--- src/rtl/pio_pkg.sv ---
package pio_pkg;

    typedef enum logic {
        REG_DATA = 1'b0,
        REG_DIR  = 1'b1
    } reg_sel_e;

endpackage

--- src/rtl/pio_regs.sv ---
module pio_regs
    import pio_pkg::*;
#(
    parameter int WIDTH = 8
) (
    input  logic             clk,
    input  logic             rst_n,
    input  logic             we,
    input  reg_sel_e         addr,
    input  logic [WIDTH-1:0] wdata,
    output logic [WIDTH-1:0] data_q,
    output logic [WIDTH-1:0] dir_q
);

    localparam logic [WIDTH-1:0] DIR_RESET  = '1;
    localparam logic [WIDTH-1:0] DATA_RESET = '0;

    always_ff @(posedge clk or negedge rst_n) begin
        if (!rst_n) begin
            data_q <= DATA_RESET;
            dir_q  <= DIR_RESET;
        end else if (we) begin
            unique case (addr)
                REG_DATA: data_q <= wdata;
                REG_DIR:  dir_q  <= wdata;
            endcase
        end
    end

    // a data write lands at the strobe edge
    p_data_write_r2: assert property (@(posedge clk) disable iff (!rst_n)
        (we && addr == REG_DATA) |=> data_q == $past(wdata));

    // a direction write lands at the strobe edge
    p_dir_write_r11: assert property (@(posedge clk) disable iff (!rst_n)
        (we && addr == REG_DIR) |=> dir_q == $past(wdata));

    // no strobe, no change
    p_hold_r2: assert property (@(posedge clk) disable iff (!rst_n)
        !we |=> ($stable(data_q) && $stable(dir_q)));

endmodule

--- src/rtl/pio_sync.sv ---
module pio_sync #(
    parameter int WIDTH  = 8,
    parameter int STAGES = 2
) (
    input  logic             clk,
    input  logic             rst_n,
    input  logic [WIDTH-1:0] async_in,
    output logic [WIDTH-1:0] sync_out
);

    localparam int LAST = STAGES - 1;

    logic [WIDTH-1:0] stg [STAGES];
    logic [STAGES-1:0] fill_q;

    always_ff @(posedge clk or negedge rst_n) begin
        if (!rst_n) begin
            for (int s = 0; s < STAGES; s++) begin
                stg[s] <= '0;
            end
            fill_q <= '0;
        end else begin
            stg[0] <= async_in;
            for (int s = 1; s < STAGES; s++) begin
                stg[s] <= stg[s-1];
            end
            fill_q <= {fill_q[STAGES-2:0], 1'b1};
        end
    end

    assign sync_out = stg[LAST];

    // once the chain is filled, the output is the input STAGES edges ago
    p_sync_lat_r7: assert property (@(posedge clk) disable iff (!rst_n)
        fill_q[LAST] |-> sync_out == $past(async_in, STAGES));

endmodule

--- src/rtl/pio_pinmux.sv ---
module pio_pinmux #(
    parameter int               WIDTH    = 8,
    parameter logic [WIDTH-1:0] LVL_MASK = '0
) (
    input  logic [WIDTH-1:0] data_q,
    input  logic [WIDTH-1:0] dir_q,
    input  logic [WIDTH-1:0] sel,
    input  logic [WIDTH-1:0] pdout,
    input  logic [WIDTH-1:0] poe,
    input  logic             lvl_mode,
    output logic [WIDTH-1:0] pad_out,
    output logic [WIDTH-1:0] pad_oe,
    output logic [WIDTH-1:0] lvl_sel
);

    for (genvar i = 0; i < WIDTH; i++) begin : g_pin
        assign pad_out[i] = sel[i] ? pdout[i] : data_q[i];
        assign pad_oe[i]  = sel[i] ? poe[i]   : ~dir_q[i];
        if (LVL_MASK[i]) begin : g_lvl
            assign lvl_sel[i] = sel[i] & lvl_mode;
        end else begin : g_std
            assign lvl_sel[i] = 1'b0;
        end
    end

endmodule

--- src/rtl/pio_port.sv ---
module pio_port
    import pio_pkg::*;
#(
    parameter int WIDTH       = 8,
    parameter int SYNC_STAGES = 2,
    parameter int LVL_PIN_A   = 3,
    parameter int LVL_PIN_B   = 4
) (
    input  logic             clk,
    input  logic             rst_n,
    input  logic             bus_we,
    input  logic             bus_addr,
    input  logic [WIDTH-1:0] bus_wdata,
    output logic [WIDTH-1:0] bus_rdata,
    input  logic [WIDTH-1:0] periph_sel,
    input  logic [WIDTH-1:0] periph_dout,
    input  logic [WIDTH-1:0] periph_oe,
    input  logic             lvl_mode,
    input  logic [WIDTH-1:0] pad_in,
    output logic [WIDTH-1:0] pad_out,
    output logic [WIDTH-1:0] pad_oe,
    output logic [WIDTH-1:0] periph_din,
    output logic [WIDTH-1:0] pin_lvl_sel
);

    localparam logic [WIDTH-1:0] LVL_MASK =
        WIDTH'((64'd1 << LVL_PIN_A) | (64'd1 << LVL_PIN_B));

    reg_sel_e         addr_e;
    logic [WIDTH-1:0] data_q;
    logic [WIDTH-1:0] dir_q;
    logic [WIDTH-1:0] pin_sync;

    assign addr_e = reg_sel_e'(bus_addr);

    pio_regs #(.WIDTH(WIDTH)) u_regs (
        .clk    (clk),
        .rst_n  (rst_n),
        .we     (bus_we),
        .addr   (addr_e),
        .wdata  (bus_wdata),
        .data_q (data_q),
        .dir_q  (dir_q)
    );

    pio_sync #(.WIDTH(WIDTH), .STAGES(SYNC_STAGES)) u_sync (
        .clk      (clk),
        .rst_n    (rst_n),
        .async_in (pad_in),
        .sync_out (pin_sync)
    );

    pio_pinmux #(.WIDTH(WIDTH), .LVL_MASK(LVL_MASK)) u_mux (
        .data_q   (data_q),
        .dir_q    (dir_q),
        .sel      (periph_sel),
        .pdout    (periph_dout),
        .poe      (periph_oe),
        .lvl_mode (lvl_mode),
        .pad_out  (pad_out),
        .pad_oe   (pad_oe),
        .lvl_sel  (pin_lvl_sel)
    );

    assign periph_din = pin_sync;

    always_comb begin
        unique case (addr_e)
            REG_DATA: bus_rdata = pin_sync;
            REG_DIR:  bus_rdata = dir_q;
        endcase
    end

    // on pins kept by the port, the drive enable is the inverse of the direction latch
    p_oe_dir_r3: assert property (@(posedge clk) disable iff (!rst_n)
        ((pad_oe ^ ~dir_q) & ~periph_sel) == '0);

    // on selected pins the peripheral's enable wins over the latch
    p_sel_oe_r5: assert property (@(posedge clk) disable iff (!rst_n)
        ((pad_oe ^ periph_oe) & periph_sel) == '0);

    // only the two level pins may request SMBus thresholds
    always_comb begin
        if (rst_n) begin
            p_lvl_mask_r10: assert ((pin_lvl_sel & ~LVL_MASK) == '0);
        end
    end

endmodule

--- config.mk ---
export PLATFORM = sky130hd
export DESIGN_NAME = pio_port
export DESIGN_NICKNAME = d
export VERILOG_FILES = /design/src/rtl/pio_pkg.sv /design/src/rtl/pio_regs.sv /design/src/rtl/pio_sync.sv /design/src/rtl/pio_pinmux.sv /design/src/rtl/pio_port.sv
export SDC_FILE = /design/constraint.sdc
export NUM_CORES = 1
export LEC_CHECK = 0
export ABC_AREA = 0
export ABC_CLOCK_PERIOD_IN_PS = 2300
export BUFFER_PORTS_ARGS = -buffer_cell sky130_fd_sc_hd__buf_2
export CORE_ASPECT_RATIO = 0.75
export CORE_MARGIN = 1
export CORE_UTILIZATION = 46
export CTS_CLUSTER_SIZE = 14
export DETAILED_ROUTE_END_ITERATION = 16
export PLACE_DENSITY = 0.81
export SLEW_MARGIN = 20
export SYNTH_ARGS = -nofsm -noshare
export SYNTH_HDL_FRONTEND = slang
export SYNTH_SLANG_ARGS = --single-unit
--- constraint.sdc ---
create_clock -name clk -period 2.3 [get_ports clk]
set_input_delay 0.115 -clock clk [delete_from_list [all_inputs] [get_ports clk]]
set_output_delay 0.115 -clock clk [all_outputs]
set_load 0.02 [all_outputs]
# == After elaboration in Yosys (flattened, before gate mapping) ==
# Index checks and enable logic that the tools add are counted.
# word_totals
regBits,32
elab_cells,34
# op_classes
n_mux,17
n_bitwise,11
n_reduce_logical,2
# op_table
op,count
$mux 1,16
$pmux 8 s2,1
$not 1->1,9
$reduce_and 2->1,2
$and 1x1->1,2

# == Depth between registers and ports, before layout ==
# Gate-level depths: netlist of run 1.
# depth
word_depth,2
ltp_mapped,4

# == Cells and area by module ==
# Synthesis of run 1 repeated with hierarchy kept, for this count alone.
# hier_totals
cells_unflattened,101
hier_area_um2,1501.4
# by_module_without_submodules
mod,n_inst,cells_per_inst,area_per_inst_um2,seq_area_each_um2
pio_regs,1,35,651.9,410.4
pio_sync,1,24,460.4,400.4
pio_pinmux,1,33,257.7,0.0
pio_port,1,9,131.4,0.0

# == Worst setup path after synthesis of run 1 ==
# OpenSTA, ideal clock, no wires.
# synth_path
path_type,register -> output
from,register u_regs.dir_q[0]
to,output pad_oe[0]
arrival_ns,0.840
required_ns,2.185
slack_ns,1.345
stages_incl_launch_ff,2
n_path_buf,0
path_cell_list,dfstp_2 -> o21ai_0
# synth_between
elab_chain_cells,2
# synth_rtl
element,line,source
from (decl),pio_regs.sv:12,output logic [WIDTH-1:0] dir_q
from (signal assigned),pio_regs.sv:25,REG_DIR: dir_q <= wdata;
$not 1->1,pio_pinmux.sv:18,assign pad_oe[i] = sel[i] ? poe[i] : ~dir_q[i];
$mux 1,pio_pinmux.sv:18,
to (decl),pio_port.sv:21,"output logic [WIDTH-1:0] pad_oe,"
# Every way passes these cells.

# == Final worst setup path of run 1 ==
# layout_path
from,register u_regs.dir_q[3]
to,output bus_rdata[3]
# layout_between
elab_chain_cells,1
# layout_rtl
element,line,source
$pmux 8 s2,pio_port.sv:68,unique case (addr_e)
to (decl),pio_port.sv:14,"output logic [WIDTH-1:0] bus_rdata,"
# Every way passes these cells.

==> results of run 1 <==
-- critical path, cell delays in order (launching register included) --
cell and delay, ns:
dfstp_2 0.54, mux2_2 0.14, buf_2 0.15
-- per-stage QoR --
| step | total power [uW] | hold WS, ns |
|---|---|---|
| final | 1430 | 0.0883 |
| after global routing | 1500 | 0.0870 |
| after CTS | 1440 | 0.0797 |
| after detailed placement | 995 | 0.187 |
| after global placement | 984 | 0.180 |
| after floorplan | 890 | -0.181 |
-- routing by layer --
layer / vias to the layer above / global-route usage, % / part of all wire, %
met2: 64 / 31.8 / 50
met5: - / 0 / 0
met3: 0 / 5.23 / 8.5
met1: 481 / 19.1 / 42
met4: 0 / 2.13 / 0
li1: 489 / - / -
-- power breakdown --
part,switching [uW],internal [uW],total [uW]
sequential,33.0,635,668
clock,187,243,430
combinational,169,159,328
-- final timing paths --
check | startpoint | endpoint | slack [ns] | cells past startpoint
worst max register to register | u_regs.data_q[0] | u_regs.data_q[0] | 1.51 | 1
max in group asynchronous | rst_n | u_sync.stg[8] | 1.45 | 2
worst min-delay path | bus_wdata[1] | u_regs.data_q[1] | 0.09 | 2
worst min register to register | u_sync.stg[8] | u_sync.sync_out[0] | 0.35 | 0
worst max-delay path | u_regs.dir_q[3] | bus_rdata[3] | 1.08 | 2
min in group asynchronous | rst_n | u_sync.stg[11] | 0.41 | 2
-- cells by family (layout without fill, tap and decap cells) --
kind of cell | count (synthesis) | in the layout
flops | 32 | 32
buf+inv | 16 | 95
simple gates | 12 | 12
mux | 32 | 32
compound gates | 8 | 8
other cells | 1 | 6
-- placed cells by master (no fill, tap or decap) --
master / instances
and2_1: 2
buf_2: 78
clkbuf_1: 1
clkbuf_8: 6
clkinvlp_4: 1
conb_1: 6
dfrtp_1: 24
dfstp_2: 8
dlygate4sd3_1: 9
mux2_2: 24
mux2_4: 8
nand2_1: 8
nand2_2: 1
nor2b_4: 1
o21ai_0: 8
-- state kept, by name (all words and copies together) (netlist names) --
name and count:
u_sync.sync_out 8, u_sync.stg 8, u_regs.data_q 8, u_regs.dir_q 8
-- cell type report --
type	count	area (sq um)	area share, %
Sequential cell	32	811	41.6
Multi-Input combinational cell	58	515	26.5
Timing Repair Buffer	87	480	24.7
Clock buffer	7	86.3	4.43
Tap cell	38	47.5	2.44
Clock inverter	1	7.51	0.385
==> flow_summary.ini, run 1 <==
[outcome]
outcome = complete, no violations

[layout]
area_growth_pct = 35.4
nFillCells = 249
final_area_sq_um = 1950
fin_cells = 223
final_util_pct = 65.9
nNetsFinal = 229
drive_gt1_share_pct = 68.6
insertedDiodeCount = 0

[critical_path]
path_class = reg -> out
worst-path-max-fanout = 3
critPathRequiredTime_ns = 2.18
cp-end-kind = output pin
crit_arrival_ns = 1.10
start_kind = flop

[detailed_routing]
totalWireLength_microns = 2740
drt_iter0_markers = 8
drtAntennaViolNets = 0
drc = 0
drt-wirelength-per-cell_microns = 12.3
viasPerCell = 4.64
first_pass_iters = 3
dr_total_vias = 1034

[logic_synthesis]
yosysTopAreaCellShare_pct = 41.7
yosysWarnings = 0
yosysSeqAreaShare_pct = 56.3
synth_commonest_cells = dfrtp_1 (24), mux2_2 (24), buf_4 (14)
synth_cells = 101
synth_adder_area_share_pct = 0
ys_ff_latch = 32
synth_edf_count = 0
synth_top_family_by_area = multiplexers
synth_mux_area_share_pct = 27.1
synthSimpleGateAreaFrac_pct = 4.35
avgSynthCellArea_sq_um = 14.2
yosysTopAreaCell = dfrtp_1
yosys_most_used_dff = dfrtp_1
ys_types = 13
synth_area_leaders = dfrtp_1 (42%), mux2_2 (19%), dfstp_2 (15%)
synth_xor_area_share_pct = 0
synthArstFlopShare_pct = 100
synth_area_sq_um = 1440
synth_compound_area_share_pct = 2.78

[floorplan]
dieHeight_microns = 50.4
initial_core_util_pct = 48.7
num_rows = 17
core_area_sq_um = 2960
ioPinCount = 85
die_area_sq_um = 3360
die_width_microns = 66.6

[sta]
min_period_ns = 1.22
slew_headroom_pct = 55.0
worst_pin_slew_ns = 0.675
finalSetupTns_ns = 0
finalCritPeriodShare_pct = 52.9
fmaxAchievable_mhz = 822
finalHoldViolCount = 0
setup_slack_ns = 1.08
fin_worst_skew_ns = 0.00413
rsz0062_at_grt = false
setup_violations = 0
slew_violations = 0

[clock_network]
cts-htree-levels = 2
insertion_delay_ns = 0.27
cts_setup_buffers = 0
cts_sinks = 32
hold_buffers = 9
cts.path.max_buffers = 2
cts_buffers = 5
clkTransAtPathRegs_ns = 0.06
cts-root-buf = clkbuf_8
cts_resized = 0
cts_tree = yes

[placed_design]
dp_slack_ns = 1.12
dp_hpwl_microns = 1980
io_buffers = 78
gp_congestion = 0.656
dp.cells = 206
dpl-instance-area_sq_um = 1760

[global_route]
grt_usage_pct = 17.0
grt_max_degree = 33
grt_pass1_wl_microns = 4090
grt_pass1_vias = 930
antenna_found_initial = 0
grt_overflow = 0

[job]
cap_violations = 0

[pwr]
p_per_area_nw_per_um2 = 732
leakage_uw = 0.000976
ir_worst_vdd_mv = 0.570

[worst_hold_path]
hp-class = in -> reg
(Power assumes the default switching activity.)
==> inputs of run 2 (changes only) <==
--- a/config.mk
+++ b/config.mk
@@ -6,14 +6,14 @@
 export NUM_CORES = 1
 export LEC_CHECK = 0
 export ABC_AREA = 0
-export ABC_CLOCK_PERIOD_IN_PS = 2300
+export ABC_CLOCK_PERIOD_IN_PS = 1000
 export BUFFER_PORTS_ARGS = -buffer_cell sky130_fd_sc_hd__buf_2
 export CORE_ASPECT_RATIO = 0.75
 export CORE_MARGIN = 1
-export CORE_UTILIZATION = 46
+export CORE_UTILIZATION = 39
 export CTS_CLUSTER_SIZE = 14
 export DETAILED_ROUTE_END_ITERATION = 16
-export PLACE_DENSITY = 0.81
+export PLACE_DENSITY = 0.73
 export SLEW_MARGIN = 20
 export SYNTH_ARGS = -nofsm -noshare
 export SYNTH_HDL_FRONTEND = slang
==> constraint.sdc (replaced) <==
create_clock -name clk -period 1 [get_ports clk]
set_input_delay 0.05 -clock clk [delete_from_list [all_inputs] [get_ports clk]]
set_output_delay 0.05 -clock clk [all_outputs]
set_load 0.02 [all_outputs]
==> flow_summary.ini, run 2 (same netlist as run 1, synthesis figures left out) <==
[pwr]
power_uw = 3600
p_per_area_nw_per_um2 = 1580
ir_worst_vdd_mv = 1.02
leakage_uw = 0.00115

[global_route]
grt_usage_pct = 18.4
grt_max_degree = 33
antenna_found_initial = 0
grt_overflow = 0
grt_pass1_wl_microns = 5040
grt_pass1_vias = 1132

[sta]
min_period_ns = 1.13
fin_worst_skew_ns = 0.000432
finalHoldViolCount = 0
whs_ns = 0.0131
finalCritPeriodShare_pct = 113
finalSetupTns_ns = -2.43
setup_violations = 24
fmaxAchievable_mhz = 882
setup_slack_ns = -0.134
rsz0062_at_grt = true
slew_violations = 0

[layout]
final_common_cell = buf_2
fin_cells = 249
nFillCells = 261
area_growth_pct = 58.7
nNetsFinal = 243
final_util_pct = 67.1
drive_gt1_share_pct = 71.9
final_cell_mix = buf_2 (56), dfrtp_1 (24), buf_6 (23)
multi_input_area_sq_um = 568
insertedDiodeCount = 0
regArea_sq_um = 811

[clock_network]
insertion_delay_ns = 0.27
cts_tree = yes
cts-htree-levels = 2
cts-root-buf = clkbuf_8
cts_sinks = 32
cts_buffers = 5
clkTransAtPathRegs_ns = 0.06
cts.path.max_buffers = 2

[floorplan]
die_width_microns = 72.1
dieHeight_microns = 54.6
die_area_sq_um = 3940
ioPinCount = 85
initial_core_util_pct = 42.3
num_rows = 18
core_area_sq_um = 3400

[detailed_routing]
totalWireLength_microns = 3370
drc = 0
drt_iter0_markers = 19
drt-wirelength-per-cell_microns = 13.5
drtAntennaViolNets = 0
viasPerCell = 4.43
dr_total_vias = 1102
first_pass_iters = 4

[placed_design]
dp_hpwl_microns = 2270
io_buffers = 78
dp.cells = 222
gp_congestion = 0.710

[critical_path]
worst-path-max-fanout = 3
critPathRequiredTime_ns = 0.95
cp-end-kind = output pin
path_class = reg -> out
start_kind = flop
crit_arrival_ns = 1.08

[outcome]
violations = setup timing
outcome = complete, but fails checks

[worst_hold_path]
hp-class = in -> reg

[job]
cap_violations = 0
[run 2: changes by cell type in the layout (fill, tap and decap cells not counted)]
cell and delta:
buf_2 -22, clkbuf_1 +1, o21ai_0 -8, buf_4 +11, clkinvlp_4 -1, mux2_2 -11
buf_12 +2, o21ai_1 +5, mux2_4 +11, o21ai_2 +3, buf_6 +23
[run 2: layout make-up]
type / instances / share of cell area, %
Clock buffer: 8 / 3.95
Multi-Input combinational cell: 58 / 24.9
Sequential cell: 32 / 35.5
Tap cell: 50 / 2.74
Timing Repair Buffer: 101 / 32.9
[run 2: final timing paths]
check	start	end	slack, ns	cells after the start
min in group asynchronous	rst_n	u_sync.stg[11]	0.26	3
hold reg to reg	u_sync.stg[9]	u_sync.sync_out[1]	0.35	0
setup reg to reg	u_regs.data_q[7]	u_regs.data_q[7]	0.01	3
hold / removal	bus_wdata[0]	u_regs.data_q[0]	0.01	2
max in group asynchronous	rst_n	u_regs.dir_q[7]	0.50	3
setup / recovery	u_regs.dir_q[6]	bus_rdata[6]	-0.13	2
[run 2: critical path: stages (launching register included)]
cell and delay (ns):
dfstp_2 0.55, mux2_4 0.15, buf_6 0.11
[run 2: layer usage]
metal,up-vias,part of all wire [%],track usage [%],routed length [microns]
met1,514,41,20.3,1380
met4,0,0.77,6.86,26
li1,519,-,-,-
met5,-,0,0,0
met2,65,50,32.6,1680
met3,4,8.4,7.92,285
[run 2: metrics by stage]
stage,setup WS (ns),area (sq um)
floorplan,0.110,1460
global placement,0.0278,1830
detailed placement,0.0185,1830
CTS,-0.140,2200
global route,-0.182,2280
finish,-0.134,2280
[run 2: timing repair]
item	CTS	global route
setup endpoints to repair	24	25
hold endpoints to repair	40	0
resized for setup	53	14
pin swaps	2	0
setup buffers	6	4
hold buffers	9	0
[run 2: power breakdown]
part | switching (uW) | internal, uW
Combinational | 458 | 617
Sequential | 82.9 | 1460
Clock | 418 | 560
Total | 959 | 2640
